**config.mk**
```make
export PLATFORM = sky130hd
export DESIGN_NAME = tmr_trig_out
export DESIGN_NICKNAME = d
export VERILOG_FILES = /design/src/rtl/tmr_trig_out_pkg.sv /design/src/rtl/tmr_trig_evt_sel.sv /design/src/rtl/tmr_trig_pin_ctrl.sv /design/src/rtl/tmr_trig_out.sv
export SDC_FILE = /design/constraint.sdc
export NUM_CORES = 1
export LEC_CHECK = 0
export ABC_AREA = 1
export CORE_AREA = 2 2 39 41
export CTS_BUF_LIST = sky130_fd_sc_hd__clkbuf_2 sky130_fd_sc_hd__clkbuf_4 sky130_fd_sc_hd__clkbuf_8
export CTS_CLUSTER_DIAMETER = 200
export DETAILED_ROUTE_END_ITERATION = 7
export DIE_AREA = 0 0 41 43
export DONT_BUFFER_PORTS = 1
export PLACE_DENSITY = 0.35
export SYNTH_ARGS = -nofsm -noshare
export SYNTH_HDL_FRONTEND = slang
export SYNTH_SLANG_ARGS = --single-unit
export TNS_END_PERCENT = 100
```
**constraint.sdc**
```tcl
create_clock -name clk -period 0.8 [get_ports clk]
set_clock_uncertainty 0.05 [all_clocks]
set_input_delay 0.08 -clock clk [delete_from_list [all_inputs] [get_ports clk]]
set_output_delay 0.08 -clock clk [all_outputs]
set_load 0.03 [all_outputs]
```
**src/rtl/tmr_trig_out_pkg.sv**
```systemverilog
package tmr_trig_out_pkg;

    localparam int unsigned MODE_W = 2;

    typedef enum logic [MODE_W-1:0] {
        TRIG_OFF       = 2'b00,
        TRIG_OVF       = 2'b01,
        TRIG_OVF_MATCH = 2'b10,
        TRIG_RSVD      = 2'b11
    } trig_mode_e;

    typedef struct packed {
        logic pwm;
        logic gpo;
    } pin_state_t;

    localparam pin_state_t PIN_RESET = '{pwm: 1'b0, gpo: 1'b0};

endpackage

```
**src/rtl/tmr_trig_evt_sel.sv**
```systemverilog
module tmr_trig_evt_sel
    import tmr_trig_out_pkg::*;
(
    input  logic       run,
    input  trig_mode_e mode,
    input  logic       cmp_en,
    input  logic       ovf_evt,
    input  logic       match_evt,
    output logic       fire,
    output logic       force_idle
);

    logic src_active;
    logic match_ok;

    always_comb begin
        src_active = 1'b0;
        match_ok   = 1'b0;
        unique case (mode)
            TRIG_OVF:       src_active = 1'b1;
            TRIG_OVF_MATCH: begin
                src_active = 1'b1;
                match_ok   = cmp_en;
            end
            default:        src_active = 1'b0;
        endcase
        force_idle = !run || !src_active;
        // One combined strobe: coincident events collapse to one action.
        fire       = !force_idle && (ovf_evt || (match_ok && match_evt));
    end

endmodule

```
**src/rtl/tmr_trig_pin_ctrl.sv**
```systemverilog
module tmr_trig_pin_ctrl
    import tmr_trig_out_pkg::*;
(
    input  logic clk,
    input  logic rst_n,
    input  logic fire,
    input  logic force_idle,
    input  logic toggle_sel,
    input  logic polarity,
    input  logic gpo_bit,
    output logic pwm,
    output logic gpo
);

    pin_state_t st_d, st_q;

    always_comb begin
        st_d     = st_q;
        st_d.gpo = gpo_bit;
        if (force_idle) begin
            st_d.pwm = polarity;
        end else if (toggle_sel) begin
            st_d.pwm = fire ? !st_q.pwm : st_q.pwm;
        end else begin
            st_d.pwm = fire ? !polarity : polarity;
        end
    end

    always_ff @(posedge clk or negedge rst_n) begin
        if (!rst_n) begin
            st_q <= PIN_RESET;
        end else begin
            st_q <= st_d;
        end
    end

    assign pwm = st_q.pwm;
    assign gpo = st_q.gpo;

endmodule

```
**src/rtl/tmr_trig_out.sv**
```systemverilog
module tmr_trig_out
    import tmr_trig_out_pkg::*;
(
    input  logic              clk,
    input  logic              rst_n,
    input  logic              run,
    input  logic              ovf_evt,
    input  logic              match_evt,
    input  logic [MODE_W-1:0] trig_mode,
    input  logic              toggle_sel,
    input  logic              polarity,
    input  logic              cmp_en,
    input  logic              gpo_bit,
    output logic              pwm_out,
    output logic              gpo_out
);

    logic fire;
    logic force_idle;

    tmr_trig_evt_sel u_sel (
        .run        (run),
        .mode       (trig_mode_e'(trig_mode)),
        .cmp_en     (cmp_en),
        .ovf_evt    (ovf_evt),
        .match_evt  (match_evt),
        .fire       (fire),
        .force_idle (force_idle)
    );

    tmr_trig_pin_ctrl u_pin (
        .clk        (clk),
        .rst_n      (rst_n),
        .fire       (fire),
        .force_idle (force_idle),
        .toggle_sel (toggle_sel),
        .polarity   (polarity),
        .gpo_bit    (gpo_bit),
        .pwm        (pwm_out),
        .gpo        (gpo_out)
    );

endmodule

```
# After elaboration in Yosys (flattened, before gate mapping)

Index checks and enable logic that the tools add are counted.
W data, S select, Z words.

Register bits: 2
Input port bits: 11
Output and inout bits: 2
Logic and storage cells: 21

Eq/ne operators: 3
Mux-type cells: 6
Reduce and logical (&&, ||, !) cells: 10

Operator list:

| operator             | number |
|---|---|
| $mux W1              | 6 |
| $logic_not A1 Y1     | 5 |
| $ne A3 B1 Y1 const B | 1 |
| $eq A2 B1 Y1 const B | 1 |
| $eq A2 B2 Y1 const B | 1 |
| $logic_and A1 B1 Y1  | 2 |
| $logic_or A1 B1 Y1   | 2 |
| $reduce_or A2 Y1     | 1 |

# Depth between registers and ports, before layout

Gate-level depths: netlist (run 1).

Depth in word-level cells: 10
Mapped depth: 8
Depth with buffers taken out: 8

# Cells and area by module

From an unflattened synthesis (run 1), not the netlist that was laid out.

Cell total of the unflattened synthesis: 20
Area total of the unflattened synthesis: 143.9 µm²

By module, submodules not included:

| module            | instances | cells an instance | area each (µm²) | seq. area each (µm²) |
|---|---|---|---|---|
| tmr_trig_pin_ctrl | 1         | 13                | 100.1           | 50.0 |
| tmr_trig_evt_sel  | 1         | 7                 | 43.8            | 0.0 |

# Least setup slack after synthesis (run 1)

No wires, ideal clock.

Path type: in2reg
Start point: in trig_mode[0]
End point: reg u_pin.st_q, in the netlist u_pin.pwm
Setup time: 0.125 ns
Arrival time: 0.789 ns
Data required time: 0.625 ns
Slack: -0.164 ns
Stages: 6
Buffers on the path: 0
Path through: inv_1 -> ha_1 -> nor2_4 -> nand2_2 -> nor3_1 -> a21oi_1

Longest elaborated chain between the ends: 10
Elaborated cells between the ends (all ways): 15
Those cells by class: 3 x eq/ne; 5 x mux; 7 x reduce/logical

Ends and longest elaborated chain:

| what                                                | RTL line                | RTL |
|---|---|---|
| from (decl)                                         | tmr_trig_out.sv:9       | `input logic [MODE_W-1:0] trig_mode,` |
| $eq A2 B1 Y1 / $eq A2 B2 Y1 (equally long branches) | tmr_trig_evt_sel.sv:19  | `unique case (mode)` |
| $reduce_or A2 Y1 (no line)                          | --                      |  |
| $mux W1                                             | tmr_trig_evt_sel.sv:19  |  |
| $logic_not A1 Y1                                    | tmr_trig_evt_sel.sv:27  | `force_idle = !run \|\| !src_active;` |
| $logic_or A1 B1 Y1                                  | tmr_trig_evt_sel.sv:27  |  |
| $logic_not A1 Y1                                    | tmr_trig_evt_sel.sv:29  | `fire = !force_idle && (ovf_evt \|\| (match_ok && match_evt));` |
| $logic_and A1 B1 Y1                                 | tmr_trig_evt_sel.sv:29  |  |
| $mux W1                                             | tmr_trig_pin_ctrl.sv:25 | `st_d.pwm = fire ? !polarity : polarity;` |
| $mux W1                                             | tmr_trig_pin_ctrl.sv:22 | `end else if (toggle_sel) begin` |
| $mux W1                                             | tmr_trig_pin_ctrl.sv:20 | `if (force_idle) begin` |
| to (signal assigned)                                | tmr_trig_pin_ctrl.sv:33 | `st_q <= st_d;` |
| to (decl)                                           | tmr_trig_pin_ctrl.sv:15 | `pin_state_t st_d, st_q;` |

Several ways; a longest one is shown, not always the timed one.
A chain may end at the register's enable or synchronous reset.

# Worst setup path after layout (run 1)

Start point: reg u_pin.st_q, in the netlist u_pin.pwm
End point: out pwm_out

RTL lines:

| what      | RTL line           | RTL |
|---|---|---|
| to (decl) | tmr_trig_out.sv:14 | `output logic pwm_out,` |

No word-level cell between the ends.

==> results of run 1 <==
==> cells by family after synthesis <==
family          share of synthesized area (%)
flops                                    31.3
simple gates                             39.1
buf+inv                                  11.7
compound gates                           10.2
fa+ha+maj                                7.81
==> repair_timing <==
| item | CTS | global route |
|---|---|---|
| cloned | 0 | 0 |
| setup endpoints to repair | 3 | 3 |
| gates resized for setup | 3 | 0 |
| hold endpoints to repair | 4 | 1 |
==> flip-flops by register name, indices dropped and copies added (netlist names) <==
register,flops
u_pin.gpo,1
u_pin.pwm,1
==> metal layers <==
| layer | wire length [um] | vias up | GRT usage, % |
|---|---|---|---|
| met5 | 0 | - | 0 |
| met4 | 0 | 0 | 4.00 |
| met3 | 31 | 0 | 3.14 |
| met2 | 191 | 7 | 5.94 |
| met1 | 131 | 67 | 5.45 |
| li1 | - | 82 | - |
==> final cells by class <==
| type | count | area [um2] | area share, % |
|---|---|---|---|
| Timing Repair Buffer | 3 | 31.3 | 12.0 |
| Tap cell | 16 | 20.0 | 7.69 |
| Clock buffer | 4 | 30.0 | 11.5 |
| Multi-Input combinational cell | 15 | 108 | 41.3 |
| Inverter | 5 | 18.8 | 7.21 |
| Sequential cell | 2 | 52.6 | 20.2 |
==> layout by cell type (no fill, tap or decap) <==
master / n
clkbuf_4: 4
nand3_1: 3
inv_1: 3
nor2_1: 3
nand2_2: 2
nand2_1: 2
inv_2: 2
dlygate4sd3_1: 2
dfrtp_2: 2
nor2_4: 1
a21boi_2: 1
nor3_1: 1
a21oi_2: 1
ha_4: 1
buf_6: 1
==> power by group through the flow <==
stage	clock (mW)	combinational (mW)	sequential [mW]
3_3_place_gp	0	0.0805	0.127
2_1_floorplan	0	0.0510	0.139
4_1_cts	0.297	0.0986	0.127
3_5_place_dp	0	0.0818	0.127
5_1_grt	0.313	0.106	0.128
6_report	0.284	0.0971	0.126
==> through the flow <==
stage          instance area [um2]  hold slack [ps]
5_1_grt                        260            -5.58
3_3_place_gp                   201             -266
4_1_cts                        260            -14.6
3_5_place_dp                   201             -266
2_1_floorplan                  174             -266
6_report                       260            -8.83
==> worst paths after layout <==
path | depth (start not counted) | slack, ps | to
min | 3 | -9 | u_pin.pwm
max in group asynchronous | 1 | 530 | u_pin.gpo
max reg2reg | 2 | -80 | u_pin.pwm
min in group asynchronous | 1 | 30 | u_pin.pwm
min reg2reg | 2 | 540 | u_pin.pwm
max | 1 | -120 | pwm_out
==> results.sh, run 1 <==
export IMPL_async_flop_share_pct=100
export IMPL_cp_num_buf_inv=1
export IMPL_finalSetupTns_ps=-202
export IMPL_yosysTopAreaCellShare_pct=31.3
export IMPL_dr_pass1_iters=4
export IMPL_yosysWarnings=0
export IMPL_pwr_share_comb_pct=19.1
export IMPL_gp_congestion=0.516
export IMPL_dp_hpwl_um=289
export IMPL_overflow=0
export IMPL_p_int_mw=0.381
export IMPL_syn_inst=22
export IMPL_io_pins=13
export IMPL_crit_fanout=3
export IMPL_drive_gt1_share_pct=51.7
export IMPL_vias=156
export IMPL_cts_buffers_inserted=3
export IMPL_die_area_um2=1760
export IMPL_chipWidth_um=41
export IMPL_place_inst=39
export IMPL_syn2layout_area_growth_pct=62.5
export IMPL_wire_per_inst_um=7.89
export IMPL_synth_area_leaders="dfrtp_1 (31%), nand3_1 (9.4%), inv_1 (9.4%)"
export IMPL_synth_area_um2=160
export IMPL_path_cells="buf_6"
export IMPL_syn_nets=34
export IMPL_grt_pass1_vias=154
export IMPL_synth_seq_cells=2
export IMPL_avgViaCountPerCell=3.47
export IMPL_cp_end_kind="primary output"
export IMPL_max_cap_violations=0
export IMPL_outcome="finished, violations left"
export IMPL_start_util_pct=11.6
export IMPL_ys_flop_type="dfrtp_1"
export IMPL_finalPower_mw=0.507
export IMPL_fin_crit_sh_pct=115
export IMPL_clkPwrFrac_pct=55.9
export IMPL_routed_wl_um=355
export IMPL_insertion_delay_ps=230
export IMPL_synth_edf_count=0
export IMPL_violations="negative hold slack, negative setup slack"
export IMPL_min_period_ps=919
export IMPL_ir_drop_v=0.000463
export IMPL_reg2reg_from="u_pin.pwm"
export IMPL_nets=42
export IMPL_min_delay_start="toggle_sel"
export IMPL_grt_start_max_net_pins=4
export IMPL_cts_root_buffer="clkbuf_4"
export IMPL_critPathKind="reg2out"
export IMPL_antenna_left=0
export IMPL_clk_pin_slew_ps=40
export IMPL_maxSlewViolCount=0
export IMPL_io_buffer_count=0
export IMPL_startpoint_type="flop"
export IMPL_core_area_um2=1380
export IMPL_fillers=169
export IMPL_ys_seq_area_share_pct=31.3
export IMPL_die_h_um=43
export IMPL_row_count=14
export IMPL_cts_tree="built"
export IMPL_arrival_ps=790
export IMPL_hold_slack_ps=-8.83
export IMPL_p_leak_nw=0.113
export IMPL_htreeDepth=1
export IMPL_path_delay_family="flip-flops"
export IMPL_p_sw_mw=0.127
export IMPL_seq_power_share_pct=24.9
export IMPL_cts_hold_buffers_added=2
export IMPL_slew_limit_headroom_pct=85.4
export IMPL_switching_share_pct=25.0
export IMPL_min_path_type="in2reg"
export IMPL_cp_startpoint="u_pin.pwm"
export IMPL_preCtsSetupSlack_ps=-156
export IMPL_rsz0062_at_grt="yes"
export IMPL_setup_viol_count_final=3
export IMPL_drc=0
export IMPL_antenna_found_initial=0
export IMPL_cts_buffer_depth=2
export IMPL_clock_sinks=2
export IMPL_grt_first_pass_wirelength_um=538
export IMPL_final_setup_worst_slack_ps=-119
export IMPL_fin_cells=45
export IMPL_power_density_nw_per_um2=1950
export IMPL_ys_types=12
export IMPL_hold_viol_final=1
export IMPL_slowest_stage="dfrtp_2"
export IMPL_worst_slew_pin_slew_ps=217
export IMPL_final_util_pct=18.8
export IMPL_required_ps=670
export IMPL_max_freq_ghz=1.09
export IMPL_antennaDiodeCount=0
export IMPL_max_stage_delay_ps=420
export IMPL_synth_area_leader_cell="dfrtp_1"
export IMPL_yosys_top_cells_count="inv_1 (4), nand3_1 (3), nor2_1 (3)"
export IMPL_post_cts_buffers=0
export IMPL_grt_total_usage_pct=4.81
export IMPL_syn_avg_cell_area_um2=7.28
export IMPL_drtIter0Drc=2
export IMPL_yosysMostFrequentCell="inv_1"
Note: power is estimated with default switching activity, not from simulation.
==> run 2: changes to the inputs <==
--- a/config.mk
+++ b/config.mk
@@ -12,6 +12,7 @@
 export DETAILED_ROUTE_END_ITERATION = 7
 export DIE_AREA = 0 0 41 43
 export DONT_BUFFER_PORTS = 1
+export GPL_TIMING_DRIVEN = 0
 export PLACE_DENSITY = 0.35
 export SYNTH_ARGS = -nofsm -noshare
 export SYNTH_HDL_FRONTEND = slang
==> run 2 against run 1 <==
The flow still finishes with violations (negative hold slack, negative setup slack). Critical path depth rose by 2. Sequential power increased by 12%. Non-clock buffer count decreased by 1. Hold slack improved by 3.6 ps. Worst setup slack worse by 6.0 ps.
==> results.sh, run 2 (synthesized netlist as in run 1, its figures left out) <==
export IMPL_cp_num_buf_inv=0
export IMPL_cts_buffers_inserted=3
export IMPL_fin_crit_sh_pct=116
export IMPL_dp_hpwl_um=279
export IMPL_arrival_ps=1020
export IMPL_reg2reg_from="u_pin.pwm"
export IMPL_grt_pass1_vias=170
export IMPL_seq_power_share_pct=28.7
export IMPL_path_cells="a21boi_2 -> nand2_1 -> a21oi_2"
export IMPL_htreeDepth=1
export IMPL_clock_sinks=2
export IMPL_syn2layout_area_growth_pct=58.6
export IMPL_grt_first_pass_wirelength_um=607
export IMPL_ir_drop_v=0.000486
export IMPL_critPathKind="reg2reg"
export IMPL_setup_viol_count_final=3
export IMPL_cp_end_kind="flop"
export IMPL_dr_pass1_iters=3
export IMPL_antenna_found_initial=0
export IMPL_cts_buffer_depth=2
export IMPL_multi_input_area_um2=113
export IMPL_p_sw_mw=0.122
export IMPL_path_delay_family="flip-flops"
export IMPL_final_cell_mix="clkbuf_4 (4), nand3_1 (3), inv_1 (3), nor2_1 (3)"
export IMPL_startpoint_type="flop"
export IMPL_power_density_nw_per_um2=1930
export IMPL_routed_wl_um=347
export IMPL_preCtsSetupSlack_ps=-153
export IMPL_gp_congestion=0.565
export IMPL_max_cap_violations=0
export IMPL_core_area_um2=1380
export IMPL_drtIter0Drc=6
export IMPL_slew_limit_headroom_pct=86.2
export IMPL_fillers=172
export IMPL_io_pins=13
export IMPL_outcome="finished, violations left"
export IMPL_avgViaCountPerCell=3.55
export IMPL_required_ps=900
export IMPL_antennaDiodeCount=0
export IMPL_io_buffer_count=0
export IMPL_max_stage_delay_ps=480
export IMPL_die_h_um=43
export IMPL_cp_startpoint="u_pin.pwm"
export IMPL_hold_viol_final=1
export IMPL_final_setup_worst_slack_ps=-125
export IMPL_grt_total_usage_pct=5.32
export IMPL_rsz0062_at_grt="yes"
export IMPL_min_period_ps=925
export IMPL_cts_hold_buffers_added=2
export IMPL_antenna_left=0
export IMPL_start_util_pct=11.6
export IMPL_maxSlewViolCount=0
export IMPL_grt_start_max_net_pins=4
export IMPL_cts_tree="built"
export IMPL_clk_pin_slew_ps=40
export IMPL_row_count=14
export IMPL_switching_share_pct=24.8
export IMPL_grtUsageMet1_pct=4.50
export IMPL_insertion_delay_ps=220
export IMPL_slowest_stage="dfrtp_2"
export IMPL_drc=0
export IMPL_violations="negative hold slack, negative setup slack"
export IMPL_hold_slack_ps=-5.27
export IMPL_finalPower_mw=0.491
export IMPL_die_area_um2=1760
export IMPL_crit_fanout=3
export IMPL_post_cts_buffers=0
export IMPL_pwr_share_comb_pct=14.4
export IMPL_min_path_type="in2reg"
export IMPL_grt_met3_usage_pct=4.19
export IMPL_mostFrequentLayoutCell="clkbuf_4"
export IMPL_worst_slew_pin_slew_ps=207
export IMPL_chipWidth_um=41
export IMPL_finalSetupTns_ps=-166
export IMPL_p_int_mw=0.369
export IMPL_nets=41
export IMPL_p_leak_nw=0.108
export IMPL_use_met2_pct=7.81
export IMPL_overflow=0
export IMPL_wire_per_inst_um=7.89
export IMPL_clkPwrFrac_pct=57.0
export IMPL_max_freq_ghz=1.08
export IMPL_drive_gt1_share_pct=53.6
export IMPL_regArea_um2=52.6
export IMPL_cts_root_buffer="clkbuf_4"
export IMPL_min_delay_start="toggle_sel"
export IMPL_grt_most_used_layer="met2"
export IMPL_vias=156
-- run 2: cell types whose count changed in the layout (fill, tap and decap cells not counted) --
cell    before  now
buf_6        1    0
nor3_2       0    1
nor3_1       1    0
-- run 2: per-layer routing --
metal | share of wire [%] | up-vias
li1 | - | 80
met1 | 26 | 71
met3 | 8.9 | 0
met4 | 0 | 0
met5 | 0 | -
met2 | 65 | 5
-- run 2: worst paths after layout --
| check | end | slack, ps | cells after the start |
|---|---|---|---|
| worst max register to register | u_pin.pwm | -130 | 3 |
| worst max-delay path | u_pin.pwm | -130 | 3 |
| worst min register to register | u_pin.pwm | 640 | 2 |
| min in group asynchronous | u_pin.pwm | 40 | 1 |
| worst min-delay path | u_pin.pwm | -5 | 3 |
| max in group asynchronous | u_pin.gpo | 520 | 1 |
-- run 2: power by group through the flow --
stage	combinational [mW]	sequential (mW)	clock (mW)
finish	0.0705	0.141	0.280
global route	0.0815	0.142	0.313
CTS	0.0719	0.141	0.283
detailed placement	0.0579	0.141	0
global placement	0.0558	0.141	0
floorplan	0.0510	0.139	0
-- run 2: cell type report --
type | count | area share [%]
sequential | 2 | 20.7
multi-input combinational | 15 | 44.3
clock buffer | 4 | 11.8
tap | 16 | 7.88
inverter | 5 | 7.39
timing repair buffer | 2 | 7.88
-- run 2: through the flow --
stage	util [%]	std cells	area (um2)
final	18.4	44	254
after global routing	18.4	44	254
after CTS	18.4	44	254
after detailed placement	14.0	38	194
after global placement	14.0	38	194
after floorplan	-	22	174
-- run 2: worst register-to-register path, delay by kind of cell, from the launching register on --
kind               cells  cell delay, ps
DFF                    1             480
AOI/OAI and AO/OA      2             250
and+or+nand+nor        1              70
-- run 2: what timing repair did --
item,CTS,global route
resized for setup,3,0
hold endpoints to repair,4,1
setup endpoints to repair,3,3
cloned,0,0
